`config.mk`:
```
export PLATFORM = sky130hd
export DESIGN_NAME = dds_phase_engine
export DESIGN_NICKNAME = d
export VERILOG_FILES = /design/src/rtl/dds_pkg.sv /design/src/rtl/dds_regfile.sv /design/src/rtl/dds_accum.sv /design/src/rtl/dds_phase_pipe.sv /design/src/rtl/dds_phase_engine.sv
export SDC_FILE = /design/constraint.sdc
export NUM_CORES = 1
export LEC_CHECK = 0
export BUFFER_PORTS_ARGS = -buffer_cell sky130_fd_sc_hd__buf_2
export CAP_MARGIN = 20
export CORE_MARGIN = 1.5
export CORE_UTILIZATION = 30
export DETAILED_ROUTE_END_ITERATION = 12
export GPL_ROUTABILITY_DRIVEN = 0
export PLACE_DENSITY = 0.51
export SYNTH_ARGS = -nofsm -noshare
export SYNTH_HDL_FRONTEND = slang
export SYNTH_SLANG_ARGS = --single-unit
```
`constraint.sdc`:
```
create_clock -name clk -period 2.8 [get_ports clk]
set_input_delay 0.14 -clock clk [delete_from_list [all_inputs] [get_ports clk]]
set_output_delay 0.14 -clock clk [all_outputs]
set_load 0.05 [all_outputs]
```
`src/rtl/dds_pkg.sv`:
```
package dds_pkg;
  localparam int FTW_W     = 48;
  localparam int BYTE_W    = 8;
  localparam int OUT_W     = 14;
  localparam int SEL_W     = 2;
  localparam int ADDR_W    = 4;
  localparam int CTRL_ADDR = 13;
  localparam int FB_BIT    = 5;
endpackage

```
`src/rtl/dds_regfile.sv`:
```
module dds_regfile
  import dds_pkg::*;
#(
  parameter int P_FTW_W  = FTW_W,
  parameter int P_BYTE_W = BYTE_W,
  parameter int P_ADDR_W = ADDR_W,
  parameter int P_CTRL   = CTRL_ADDR,
  parameter int P_FB_BIT = FB_BIT
) (
  input  logic                clk,
  input  logic                rst,
  input  logic                wr_en,
  input  logic [P_ADDR_W-1:0] wr_addr,
  input  logic [P_BYTE_W-1:0] wr_data,
  input  logic                upd,
  output logic [P_FTW_W-1:0]  ftw_act,
  output logic                fb_en
);
  localparam int NBYTES = P_FTW_W / P_BYTE_W;

  logic [P_FTW_W-1:0]  staged;
  logic [P_ADDR_W-1:0] last_addr;
  logic                last_ok;
  logic                wr_ok;

  // a write repeating the address accepted one clock earlier is dropped
  assign wr_ok = wr_en && !(last_ok && (last_addr == wr_addr));

  always_ff @(posedge clk) begin
    if (rst) begin
      last_ok   <= 1'b0;
      last_addr <= '0;
    end else begin
      last_ok   <= wr_ok;
      last_addr <= wr_addr;
    end
  end

  always_ff @(posedge clk) begin
    if (rst) begin
      staged <= '0;
    end else if (wr_ok) begin
      for (int b = 0; b < NBYTES; b++) begin
        if (wr_addr == P_ADDR_W'(b))
          staged[b*P_BYTE_W +: P_BYTE_W] <= wr_data;
      end
    end
  end

  always_ff @(posedge clk) begin
    if (rst)
      fb_en <= 1'b1;
    else if (wr_ok && (wr_addr == P_ADDR_W'(P_CTRL)))
      fb_en <= wr_data[P_FB_BIT];
  end

  always_ff @(posedge clk) begin
    if (rst)
      ftw_act <= '0;
    else if (upd)
      ftw_act <= staged;
  end


  same_addr_drop_chk: assert property (@(posedge clk) disable iff (rst)
    (wr_en && last_ok && (wr_addr == last_addr)) |=> ($stable(staged) && $stable(fb_en)));


  upd_copy_chk: assert property (@(posedge clk) disable iff (rst)
    upd |=> (ftw_act == $past(staged)));


  ftw_hold_chk: assert property (@(posedge clk) disable iff (rst)
    !upd |=> $stable(ftw_act));
endmodule

```
`src/rtl/dds_accum.sv`:
```
module dds_accum
  import dds_pkg::*;
#(
  parameter int P_FTW_W = FTW_W
) (
  input  logic               clk,
  input  logic               rst,
  input  logic               fb_en,
  input  logic [P_FTW_W-1:0] ftw,
  output logic [P_FTW_W-1:0] acc
);
  always_ff @(posedge clk) begin
    if (rst)
      acc <= '0;
    else if (fb_en)
      acc <= acc + ftw;
    else
      acc <= '0;
  end


  fb_zero_chk: assert property (@(posedge clk) disable iff (rst)
    !fb_en |=> (acc == '0));


  idle_word_chk: assert property (@(posedge clk) disable iff (rst)
    (fb_en && (ftw == '0)) |=> $stable(acc));
endmodule

```
`src/rtl/dds_phase_pipe.sv`:
```
module dds_phase_pipe
  import dds_pkg::*;
#(
  parameter int P_FTW_W = FTW_W,
  parameter int P_OUT_W = OUT_W,
  parameter int P_SEL_W = SEL_W
) (
  input  logic               clk,
  input  logic               rst,
  input  logic [P_FTW_W-1:0] acc,
  input  logic [P_SEL_W-1:0] phase_sel,
  output logic [P_OUT_W-1:0] phase_out
);
  localparam int PAD_W = P_OUT_W - P_SEL_W;

  logic [P_SEL_W-1:0] sel_q;
  logic [P_OUT_W-1:0] offset;
  logic [P_OUT_W-1:0] acc_top;
  logic [P_OUT_W-1:0] sum_q;
  logic [1:0]         warm;

  // quadrant offset sits on the top bits of the truncated field,
  // so low accumulator bits cannot carry into it
  assign offset  = {sel_q, {PAD_W{1'b0}}};
  assign acc_top = acc[P_FTW_W-1 -: P_OUT_W];

  always_ff @(posedge clk) begin
    if (rst) begin
      sel_q     <= '0;
      sum_q     <= '0;
      phase_out <= '0;
    end else begin
      sel_q     <= phase_sel;
      sum_q     <= acc_top + offset;
      phase_out <= sum_q;
    end
  end

  always_ff @(posedge clk) begin
    if (rst)
      warm <= '0;
    else if (warm != 2'd3)
      warm <= warm + 2'd1;
  end


  phase_latency_chk: assert property (@(posedge clk) disable iff (rst)
    (warm == 2'd3) |-> (phase_out == P_OUT_W'($past(acc_top, 2) + $past(offset, 2))));
endmodule

```
`src/rtl/dds_phase_engine.sv`:
```
module dds_phase_engine
  import dds_pkg::*;
#(
  parameter int P_FTW_W  = FTW_W,
  parameter int P_BYTE_W = BYTE_W,
  parameter int P_OUT_W  = OUT_W,
  parameter int P_SEL_W  = SEL_W,
  parameter int P_ADDR_W = ADDR_W
) (
  input  logic                clk,
  input  logic                rst,
  input  logic                wr_en,
  input  logic [P_ADDR_W-1:0] wr_addr,
  input  logic [P_BYTE_W-1:0] wr_data,
  input  logic                upd,
  input  logic [P_SEL_W-1:0]  phase_sel,
  output logic [P_OUT_W-1:0]  phase_out
);
  logic [P_FTW_W-1:0] ftw_act;
  logic [P_FTW_W-1:0] acc;
  logic               fb_en;

  dds_regfile #(
    .P_FTW_W (P_FTW_W),
    .P_BYTE_W(P_BYTE_W),
    .P_ADDR_W(P_ADDR_W),
    .P_CTRL  (CTRL_ADDR),
    .P_FB_BIT(FB_BIT)
  ) u_regs (
    .clk    (clk),
    .rst    (rst),
    .wr_en  (wr_en),
    .wr_addr(wr_addr),
    .wr_data(wr_data),
    .upd    (upd),
    .ftw_act(ftw_act),
    .fb_en  (fb_en)
  );

  dds_accum #(
    .P_FTW_W(P_FTW_W)
  ) u_acc (
    .clk  (clk),
    .rst  (rst),
    .fb_en(fb_en),
    .ftw  (ftw_act),
    .acc  (acc)
  );

  dds_phase_pipe #(
    .P_FTW_W(P_FTW_W),
    .P_OUT_W(P_OUT_W),
    .P_SEL_W(P_SEL_W)
  ) u_pipe (
    .clk      (clk),
    .rst      (rst),
    .acc      (acc),
    .phase_sel(phase_sel),
    .phase_out(phase_out)
  );


  reset_out_chk: assert property (@(posedge clk)
    rst |=> (phase_out == '0));
endmodule

```
Word-level counts from Yosys, hierarchy flattened

Index checks and enable logic that the tools add are counted.

$add $sub $neg: 2
Multipliers: 0
Div/mod/pow operators: 0
$lt $le $gt $ge: 0
Equal/unequal tests: 7
Shifts and indexed selects: 0
Mux-type cells: 0
Bitwise logic cells: 1
Reduce and logical (&&, ||, !) cells: 12

Operators by type and width:

| cell                                                 | count |
|---|---|
| adder 48 bit                                         | 1 |
| adder 14 bit                                         | 1 |
| AND reduction 2 bit                                  | 6 |
| equality test 4 x 2 -> 1 bit (second input constant) | 2 |
| equality test 4 x 3 -> 1 bit (second input constant) | 2 |
| equality test 4 x 1 -> 1 bit (second input constant) | 1 |
| equality test 4 bit                                  | 1 |
| equality test 4 bit (second input constant)          | 1 |
| zero test 4 bit                                      | 1 |
| logical AND 1 bit                                    | 3 |
| OR reduction 2 bit                                   | 1 |
| zero test 1 bit                                      | 1 |
| NOT 1 bit                                            | 1 |

Register bits: 180
Bits in latches: 0
Memory bits (writable): 0
Memory bits (read-only): 0
Output and inout bits: 14
Logic and storage cells: 36
Memories kept: 0

Depth between registers and ports, before layout

Gate-level depths: netlist (run 1).

Word-level depth: 5
Depth in mapped cells: 10
Depth with buffers taken out: 9

Hierarchy

From an unflattened synthesis (run 1), not the netlist that was laid out.

Cell total of the unflattened synthesis: 917
Area, all modules: 8619.5 um^2

By module, submodules not included:

| module         | times used | cells each | area an instance (um^2) | sequential area each (um^2) |
|---|---|---|---|---|
| dds_accum      | 1          | 500        | 3936.3                  | 960.9 |
| dds_regfile    | 1          | 352        | 3847.4                  | 2042.0 |
| dds_phase_pipe | 1          | 65         | 835.8                   | 600.6 |

Worst setup path after synthesis (run 1)

Ideal clock, no wire load.

Kind: register to register
Start: register u_regs.ftw_act[0]
End: register u_acc.acc[42]
Arrival: 2.337 ns
Required time: 2.676 ns
Setup slack: 0.339 ns
Stages on the path, launching flop included: 10
Path buffers: 0
Cell sequence: dfxtp_1 > ha_1 > fa_1 > a21o_1 > a221oi_1 > or3_1 > a21oi_1 > a221oi_2 > o21ai_0 > mux2i_1

Cells in the longest elaborated chain, start to end: 1

RTL lines:

| element                  | RTL line          | RTL |
|---|---|---|
| start: declaration       | dds_regfile.sv:16 | `output logic [P_FTW_W-1:0] ftw_act,` |
| start signal: assignment | dds_regfile.sv:61 | `ftw_act <= staged;` |
| adder 48 bit             | dds_accum.sv:16   | `acc <= acc + ftw;` |
| end signal: assignment   | dds_accum.sv:16   |  |
| end: declaration         | dds_accum.sv:10   | `output logic [P_FTW_W-1:0] acc` |

Every way passes these cells.
A chain may end at the register's enable or synchronous reset.

Final worst setup path (run 1)

Start: register u_regs.ftw_act[9]
End: register u_acc.acc[37]

Same word-level chain as after synthesis.

==> results of run 1 <==
Yosys cell counts, drive strengths merged (6+ instances only):
cell	instances
a21o	23
nand4	14
xnor2	14
a31oi	9
nand2b	7
dfxtp	180
a21oi	57
o21bai	9
clkbuf	33
nor2	154
ha	48
mux2i	102
nand2	49
o21ai	39
a221oi	7
o21a	11
xor2	18
inv	9
nand3	12
and3	11
buf	12
nor2b	36
a211oi	6
nor3	21
and2	9
through the flow:
stage	instance area, um2	hold WS (ps)
floorplan	8620	258
global placement	9290	351
detailed placement	9290	362
CTS	9970	14.1
global route	10000	35.8
finish	10000	43.9
placed cells by master, fill, tap and decap left out, types with 5 or more instances in the layout:
master / count
o31ai_1: 5
clkinv_8: 5
dfxtp_1: 180
clkbuf_16: 17
o21bai_1: 9
ha_1: 48
nand2_1: 49
o21ai_0: 38
mux2i_1: 102
and3_1: 11
nor2_1: 154
nor3_1: 21
a211oi_1: 5
inv_8: 5
nand4_1: 14
buf_2: 30
o21a_1: 11
a221oi_1: 5
and2_1: 9
inv_1: 9
a21oi_1: 56
buf_4: 28
nand2b_1: 6
a21o_1: 22
nand3_1: 12
xor2_1: 18
dlygate4sd3_1: 7
nor2b_1: 35
xnor2_1: 14
a31oi_1: 9
final cells by class:
class,count,area [um2]
Tap cell,378,473
Clock buffer,17,425
Timing Repair Buffer,66,450
Clock inverter,15,181
Fill cell,2874,18000
Inverter,9,33.8
Antenna cell,1,2.50
Sequential cell,180,3600
Multi-Input combinational cell,713,4830
state kept, by name (all words and copies together), names as in the netlist:
| name | count |
|---|---|
| u_regs.ftw_act | 48 |
| u_regs.last_addr | 4 |
| u_pipe.sum_q | 14 |
| u_pipe.phase_out | 14 |
| u_pipe.sel_q | 2 |
| u_regs.last_ok | 1 |
| u_regs.fb_en | 1 |
| u_regs.staged | 48 |
| u_acc.acc | 48 |
power by group through the flow:
stage / clock (mW) / sequential [mW] / combinational [mW]
global placement: 0 / 2.68 / 0.308
detailed placement: 0 / 2.68 / 0.306
floorplan: 0 / 2.69 / 0.197
finish: 2.41 / 2.62 / 0.312
global route: 2.58 / 2.63 / 0.343
CTS: 2.49 / 2.62 / 0.314
routing by layer:
layer  global-route usage  part of all wire  up-vias
li1                     -                 -     3451
met1                0.213              0.51     3157
met2                0.226              0.42      144
met3               0.0314             0.046       23
met4               0.0508             0.016        0
met5                    0                 0        -
repair_timing:
item                                    CTS  global route
endpoints found under the hold margin     8             0
endpoints found under the setup margin    0             3
hold buffers                              7             0
resized for setup                         0             4
critical path, cell delays in order (launching register included):
cell	delay, ps
dfxtp_1	330
ha_1	380
and4_1	230
and4_1	190
a221oi_1	400
a21bo_2	240
buf_4	140
a211o_1	170
a2111oi_2	70
or3_1	390
path summary, 6_finish.rpt:
| path | depth (start not counted) | start | slack [ps] | to |
|---|---|---|---|---|
| min | 2 | wr_addr[0] | 40 | u_regs.last_addr[0]$_SDFF_PP0_ |
| max | 9 | u_regs.ftw_act[9]$_SDFFE_PP0P_ | 160 | u_acc.acc[37]$_SDFF_PP0_ |
| min reg2reg | 1 | u_pipe.sum_q[4]$_SDFF_PP0_ | 440 | u_pipe.phase_out[4]$_SDFF_PP0_ |
| max reg2reg | 9 | u_regs.ftw_act[9]$_SDFFE_PP0P_ | 160 | u_acc.acc[37]$_SDFF_PP0_ |
cells by family (layout without fill, tap and decap cells):
group,count (synthesis),count (layout)
AOI/OAI and AO/OA,197,197
xor gates and xnor gates,32,32
adders and majority gates,49,49
buffers and inverters,54,107
DFF,180,180
muxes,102,102
other,0,1
and+or+nand+nor,333,333
==> impl_metrics.py, run 1 <==
metrics = {
    "sta": {
        "finalSetupTns_ps": 0,
        "slew_headroom": 0.475,
        "worstMarginPinSlew_ps": 784,
        "maxSlewViolCount": 0,
        "fin_skew_ps": 11.4,
        "hold_viol": 0,
        "min_period_ps": 2640,
        "finalSetupViolations": 0,
        "clock.fmax_mhz": 379,
        "grt_setup_unrepaired": "false",
        "post-route-period-util": 0.943,
        "layout_setup_ws_ps": 159,
    },
    "logic_synthesis": {
        "synth_top_area_cell": "dfxtp_1",
        "synth_mux_area_frac": 0.118,
        "syn-num-nets": 1014,
        "synth_seq_area_share": 0.418,
        "synth_top_flop_cell": "dfxtp_1",
        "syn_inst": 947,
        "yosys.area_share.simple": 0.181,
        "synth_fa_ha_area_frac": 0.0720,
        "synth_top_area_share": 0.418,
        "synth_edf_count": 0,
        "synth-compound-area-share": 0.153,
        "synth.area.top_cells": "dfxtp_1 42%, mux2i_1 12%, ha_1 7.0%",
        "synthXorXnorAreaFrac": 0.0325,
        "synth_top_family_by_area": "simple AND/OR/NAND/NOR gates",
        "async_flop_share": 0,
        "synth.avg_cell_area_um2": 9.10,
        "yosysWarnings": 0,
        "syn-cell-area_mm2": 0.00862,
        "synth_cell_type_count": 60,
        "synth_seq_cells": 180,
    },
    "drt": {
        "ant_nets": 0,
        "drt_iter0_drc": 534,
        "drt-pass1-iter-count": 5,
        "vias": 6775,
        "routed_via_density": 4.91,
        "wirelength_um": 21800,
        "remaining_drc_errors": 0,
        "wl_per_cell_um": 15.8,
    },
    "final_layout": {
        "drive_gt1_frac": 0.108,
        "synthToLayoutAreaGrowth_pct": 16.0,
        "finalNonFillerCells": 1379,
        "nNetsFinal": 1054,
        "fin_util": 0.357,
    },
    "worst_setup_path": {
        "cp.required_ps": 3120,
        "critPathKind": "reg2reg",
        "critPathMaxFanout": 6,
        "startpoint_type": "register",
        "setup.worst_path.end_class": "register",
        "worstPathArrival_ps": 2960,
    },
    "global_routing": {
        "grt_pass1_wl_um": 35600,
        "grt-ovfl-total": 0,
        "grt_max_degree": 73,
        "grtUsageTotal": 0.151,
        "antenna_found_initial": 1,
        "grt_pass1_vias": 6554,
    },
    "die": {
        "die_w_um": 173,
        "fp.dieArea_mm2": 0.0298,
        "die_h_um": 173,
        "rows": 61,
        "io_pins": 32,
        "start_util": 0.308,
        "core_area_mm2": 0.0280,
    },
    "power": {
        "power.total_mw": 5.35,
        "power.share.switching": 0.265,
        "clockPowerShare": 0.451,
        "leakagePower_nw": 4.39,
        "p_int_mw": 3.93,
        "p_per_area_mw_per_mm2": 535,
        "p_comb_frac": 0.058,
        "vdd_drop_max_v": 0.000337,
        "seq_power_share": 0.490,
        "netSwitchingPower_mw": 1.42,
    },
    "cts": {
        "clkTransAtPathRegs_ps": 80,
        "htreeDepth": 4,
        "insertion_delay_ps": 430,
        "cts-root-buf": "clkbuf_16",
        "cts.sinks": 180,
        "clock_path_buffers": 2,
        "postCtsSetupRepairBufs": 0,
        "cts_tree": "done",
        "numCtsBuffers": 17,
    },
    "hold_path": {
        "hp-class": "in2reg",
    },
    "place": {
        "dpl.hpwl_um": 16200,
        "portBuffers": 31,
        "pre_cts_slack_ps": 85.9,
        "place_inst": 1339,
    },
    "job": {
        "drv_cap": 0,
    },
    "status": {
        "status": "finished clean",
    },
}
No activity file was read; power rests on OpenSTA's default activity.
==> run 2: changes to the inputs <==
Settings changed: SETUP_SLACK_MARGIN set to 0.2.
==> run 2 against run 1 <==
  * Via count is 0.27% higher
  * Cell count increased by 0.15%
  * First-iteration DRC count down 0.56%
  * Core utilization rose by 0.48 points
  * Sequential share of layout area shrank 0.46 points
  * Cell area grew 1.3%
  * Count of clock-buffer cells in the layout unchanged
  * Maximum frequency is 5.3% higher
  * Combinational power about the same
  * Die area is the same
  * Sequential power barely moved
  * Worst setup slack better by 130 ps
  * Critical endpoint is now u_acc.acc[40]$_SDFF_PP0_
  * Highest routed layer unchanged
==> impl_metrics.py, run 2 (synthesis gave the netlist of run 1 again) <==
metrics = {
    "status": {
        "status": "finished clean",
    },
    "die": {
        "die_h_um": 173,
        "die_w_um": 173,
        "io_pins": 32,
        "rows": 61,
        "fp.dieArea_mm2": 0.0298,
        "core_area_mm2": 0.0280,
        "start_util": 0.308,
    },
    "cts": {
        "clkTransAtPathRegs_ps": 80,
        "cts-root-buf": "clkbuf_16",
        "insertion_delay_ps": 440,
        "cts.sinks": 180,
        "htreeDepth": 4,
        "numCtsBuffers": 17,
        "cts_tree": "done",
        "clock_path_buffers": 2,
    },
    "sta": {
        "hold_viol": 0,
        "grt_setup_unrepaired": "true",
        "finalSetupTns_ps": 0,
        "min_period_ps": 2510,
        "maxSlewViolCount": 0,
        "post-route-period-util": 0.895,
        "fin_skew_ps": 13.0,
        "worstMarginPinSlew_ps": 817,
        "finalSetupViolations": 0,
        "clock.fmax_mhz": 399,
        "slew_headroom": 0.453,
    },
    "power": {
        "power.total_mw": 5.35,
        "leakagePower_nw": 4.38,
        "p_per_area_mw_per_mm2": 528,
        "vdd_drop_max_v": 0.000339,
    },
    "global_routing": {
        "antenna_found_initial": 1,
        "grt_pass1_vias": 6587,
        "grt-ovfl-total": 0,
        "grtUsageTotal": 0.151,
        "grt_pass1_wl_um": 35700,
        "grt_max_degree": 73,
    },
    "drt": {
        "drt_iter0_drc": 531,
        "vias": 6793,
        "wl_per_cell_um": 15.8,
        "routed_via_density": 4.92,
        "remaining_drc_errors": 0,
        "wirelength_um": 21900,
        "ant_nets": 0,
        "drt-pass1-iter-count": 5,
    },
    "final_layout": {
        "top_regs": "u_acc.acc (48), u_regs.ftw_act (48), u_regs.staged (48)",
        "layout_commonest_cell": "dfxtp_1",
        "layout_common_cells": "179 x dfxtp_1, 154 x nor2_1, 102 x mux2i_1, 52 x a21oi_1, 49 x nand2_1",
        "fin_util": 0.362,
        "nNetsFinal": 1056,
        "synthToLayoutAreaGrowth_pct": 17.6,
        "drive_gt1_frac": 0.132,
    },
    "worst_setup_path": {
        "setup.worst_path.end_class": "register",
        "worstPathArrival_ps": 2800,
        "critPathMaxFanout": 5,
        "cp.required_ps": 3100,
        "critPathKind": "reg2reg",
        "startpoint_type": "register",
        "ff2ff_path_depth": 8,
    },
    "hold_path": {
        "whs_path_depth": 2,
        "hp-class": "in2reg",
    },
    "place": {
        "portBuffers": 31,
        "dpl.hpwl_um": 16200,
    },
    "job": {
        "drv_cap": 0,
    },
}
==> run 2: layout make-up <==
type | instances | area (um2)
Inverter | 9 | 33.8
Antenna cell | 1 | 2.50
Sequential cell | 180 | 3600
Tap cell | 378 | 473
Clock inverter | 15 | 181
Clock buffer | 17 | 425
Timing Repair Buffer | 68 | 465
Multi-Input combinational cell | 713 | 4950
Fill cell | 2865 | 17900
==> run 2: report_power, final <==
group          total (mW)  internal, mW  leakage (nW)  switching [mW]
Combinational       0.314         0.114          2.63           0.200
Clock                2.42          1.21         0.296            1.20
Sequential           2.62          2.60          1.45          0.0204
==> run 2: path summary, 6_finish.rpt <==
check	startpoint	end	slack, ps
min reg2reg	u_pipe.sum_q[4]$_SDFF_PP0_	u_pipe.phase_out[4]$_SDFF_PP0_	440
max reg2reg	u_regs.ftw_act[17]$_SDFFE_PP0P_	u_acc.acc[40]$_SDFF_PP0_	290
max	u_regs.ftw_act[17]$_SDFFE_PP0P_	u_acc.acc[40]$_SDFF_PP0_	290
min	wr_addr[0]	u_regs.last_addr[0]$_SDFF_PP0_	40
==> run 2: metal layers <==
layer	GRT usage	wire length [um]
met1	0.212	11200
met2	0.226	9210
met3	0.0303	1060
met4	0.0567	420
met5	0	0
==> run 2: metrics by stage <==
step | setup slack [ps] | instances | area, um2 | hold slack, ps
floorplan | 339 | 947 | 8620 | 258
global route | 165 | 1380 | 10100 | 37.8
CTS | 204 | 1379 | 9990 | 14.1
finish | 293 | 1381 | 10100 | 41.2
global placement | 76.1 | 1339 | 9290 | 351
detailed placement | 85.9 | 1339 | 9290 | 362
==> run 2: timing repair <==
item | CTS | global route
gates resized for setup | 5 | 28
setup endpoints to repair | 5 | 16
hold endpoints to repair | 8 | 0
pin swaps | 1 | 6
setup buffers | 1 | 1
gates cloned | 0 | 0
hold buffers | 7 | 0
==> run 2: worst max-delay path, stage by stage (launching register included) <==
cell,delay [ps]
dfxtp_1,390
ha_4,230
and2_2,230
and3_1,220
a221o_1,350
a221o_1,390
o211ai_1,310
and3_1,210
nor3_1,50
==> run 3: changes to the inputs <==
Settings changed: RECOVER_POWER set to 50, REMOVE_ABC_BUFFERS set to 1.
==> run 3 against run 2 <==
  * The flow now finishes with violations (max-capacitance violations, max-slew violations)
  * Cell area shrank 0.99%
  * Combinational power is essentially flat
  * Highest routed layer unchanged
  * Cell count shrank 0.58%
  * Critical path depth grew 1
  * Power shrank 0.11%
  * First-iteration DRC count shrank 16%
  * Worst setup slack gained 3.0 ps
  * Global-route usage grew 0.17 points
  * Clock power is essentially flat
==> impl_metrics.py, run 3 (synthesis gave the netlist of run 1 again) <==
metrics = {
    "status": {
        "status": "complete, but fails checks",
        "violations": "max-capacitance violations, max-slew violations",
    },
    "die": {
        "io_pins": 32,
        "start_util": 0.308,
        "fp.dieArea_mm2": 0.0298,
        "rows": 61,
        "core_area_mm2": 0.0280,
        "die_h_um": 173,
        "die_w_um": 173,
    },
    "sta": {
        "fin_skew_ps": 11.1,
        "maxSlewViolCount": 71,
        "hold_viol": 0,
        "finalSetupViolations": 0,
        "clock.fmax_mhz": 399,
        "worstMarginPinSlew_ps": 2160,
        "slew_headroom": -0.440,
        "min_period_ps": 2500,
        "grt_setup_unrepaired": "true",
        "post-route-period-util": 0.894,
        "holdWs_ps": 24.9,
    },
    "place": {
        "place_inst": 1332,
        "dpl.hpwl_um": 16300,
        "portBuffers": 31,
    },
    "cts": {
        "insertion_delay_ps": 430,
        "numCtsBuffers": 17,
        "htreeDepth": 4,
        "cts-root-buf": "clkbuf_16",
        "clock_path_buffers": 2,
        "cts_tree": "done",
        "clkTransAtPathRegs_ps": 70,
        "cts.sinks": 180,
    },
    "hold_path": {
        "worstHoldStart": "wr_addr[2]",
        "hp-class": "in2reg",
        "whs_path_depth": 2,
    },
    "final_layout": {
        "layout_common_cells": "178 x dfxtp_1, 154 x nor2_1, 102 x mux2i_1, 52 x a21oi_1, 49 x nand2_1",
        "fillers": 2899,
        "diodes": 0,
        "synthToLayoutAreaGrowth_pct": 16.4,
        "top_regs": "u_acc.acc (48), u_regs.ftw_act (48), u_regs.staged (48)",
        "drive_gt1_frac": 0.118,
        "nNetsFinal": 1049,
        "layout_commonest_cell": "dfxtp_1",
        "finalNonFillerCells": 1373,
    },
    "power": {
        "p_per_area_mw_per_mm2": 533,
        "leakagePower_nw": 4.26,
        "vdd_drop_max_v": 0.000378,
    },
    "drt": {
        "wirelength_um": 22300,
        "drt_iter0_drc": 444,
        "remaining_drc_errors": 0,
        "routed_via_density": 4.96,
        "vias": 6804,
        "wl_per_cell_um": 16.2,
        "ant_nets": 0,
        "drt-pass1-iter-count": 5,
    },
    "worst_setup_path": {
        "startpoint_type": "register",
        "cp-startpoint": "u_regs.ftw_act[0]$_SDFFE_PP0P_",
        "critPathMaxFanout": 3,
        "setup.worst_path.end_class": "register",
        "r2r_start": "u_regs.ftw_act[0]$_SDFFE_PP0P_",
        "critPathKind": "reg2reg",
        "cpMaxStageDelayCell": "a221oi_4",
        "worstPathArrival_ps": 2820,
        "ff2ff_path_depth": 9,
        "cp.required_ps": 3110,
        "cp_cell_sequence": "ha_2, fa_2, a21o_1, a221oi_2, or3_4, a21oi_4, a221oi_4, o31ai_2, mux2i_1",
        "critPathMaxStageDelay_ps": 410,
    },
    "global_routing": {
        "grt_max_degree": 61,
        "grt_pass1_vias": 6574,
        "grtUsageTotal": 0.153,
        "antenna_found_initial": 0,
        "grt-ovfl-total": 0,
        "grt_pass1_wl_um": 35900,
    },
    "job": {
        "drv_cap": 2,
    },
}
[run 3: changes by cell type in the layout (fill, tap and decap cells not counted), moves of 3 or more]
cell	delta
clkinv_8	-4
dlygate4sd3_1	-3
buf_2	-15
buf_4	-7
clkbuf_1	+17
clkbuf_2	+3
[run 3: metrics by stage]
step	power, mW	setup TNS [ps]	worst slack, ps	util	instance area [um2]
2_1_floorplan	2.84	0	339	-	8440
3_3_place_gp	2.99	0	71.3	0.330	9240
3_5_place_dp	3.00	-7.07	-7.07	0.330	9240
4_1_cts	5.41	0	171	0.354	9910
5_1_grt	5.54	0	163	0.358	10000
6_report	5.35	0	296	0.358	10000
[run 3: area by class of cell]
class                           count  area [um2]  share of cell area
Clock buffer                       18         429              0.0428
Clock inverter                     14         161              0.0161
Inverter                            9        33.8             0.00337
Multi-Input combinational cell    713        4970               0.495
Sequential cell                   180        3610               0.359
Tap cell                          378         473              0.0471
Timing Repair Buffer               61         363              0.0362
[run 3: final timing paths]
kind | slack, ps | endpoint
worst max-delay path | 300 | u_acc.acc[46]$_SDFF_PP0_
worst min-delay path | 20 | u_regs.last_addr[2]$_SDFF_PP0_
worst max register to register | 300 | u_acc.acc[46]$_SDFF_PP0_
worst min register to register | 440 | u_pipe.phase_out[4]$_SDFF_PP0_
[run 3: critical path, delay by kind of cell, from the launching register on]
kind	cells	cell delay (ps)
AOI/OAI and AO/OA	5	1170
adders and majority gates	2	550
DFF	1	320
and+or+nand+nor	1	220
muxes	1	130
[run 3: repair_timing]
item	4_1_cts	5_1_grt
pin swaps	2	13
hold endpoints to repair	4	0
resized for setup	8	35
setup buffers	1	4
hold buffers	4	0
setup endpoints to repair	6	17
[run 3: layer usage]
layer | share of wire | vias up | track usage
li1 | - | 3430 | -
met1 | 0.50 | 3216 | 0.213
met2 | 0.44 | 135 | 0.240
met3 | 0.033 | 23 | 0.0228
met4 | 0.023 | 0 | 0.0508
met5 | 0 | - | 0
[run 3: where the power goes]
part	internal, mW	switching (mW)	total, mW
Clock	1.27	1.14	2.41
Sequential	2.60	0.0236	2.63
Combinational	0.109	0.203	0.312
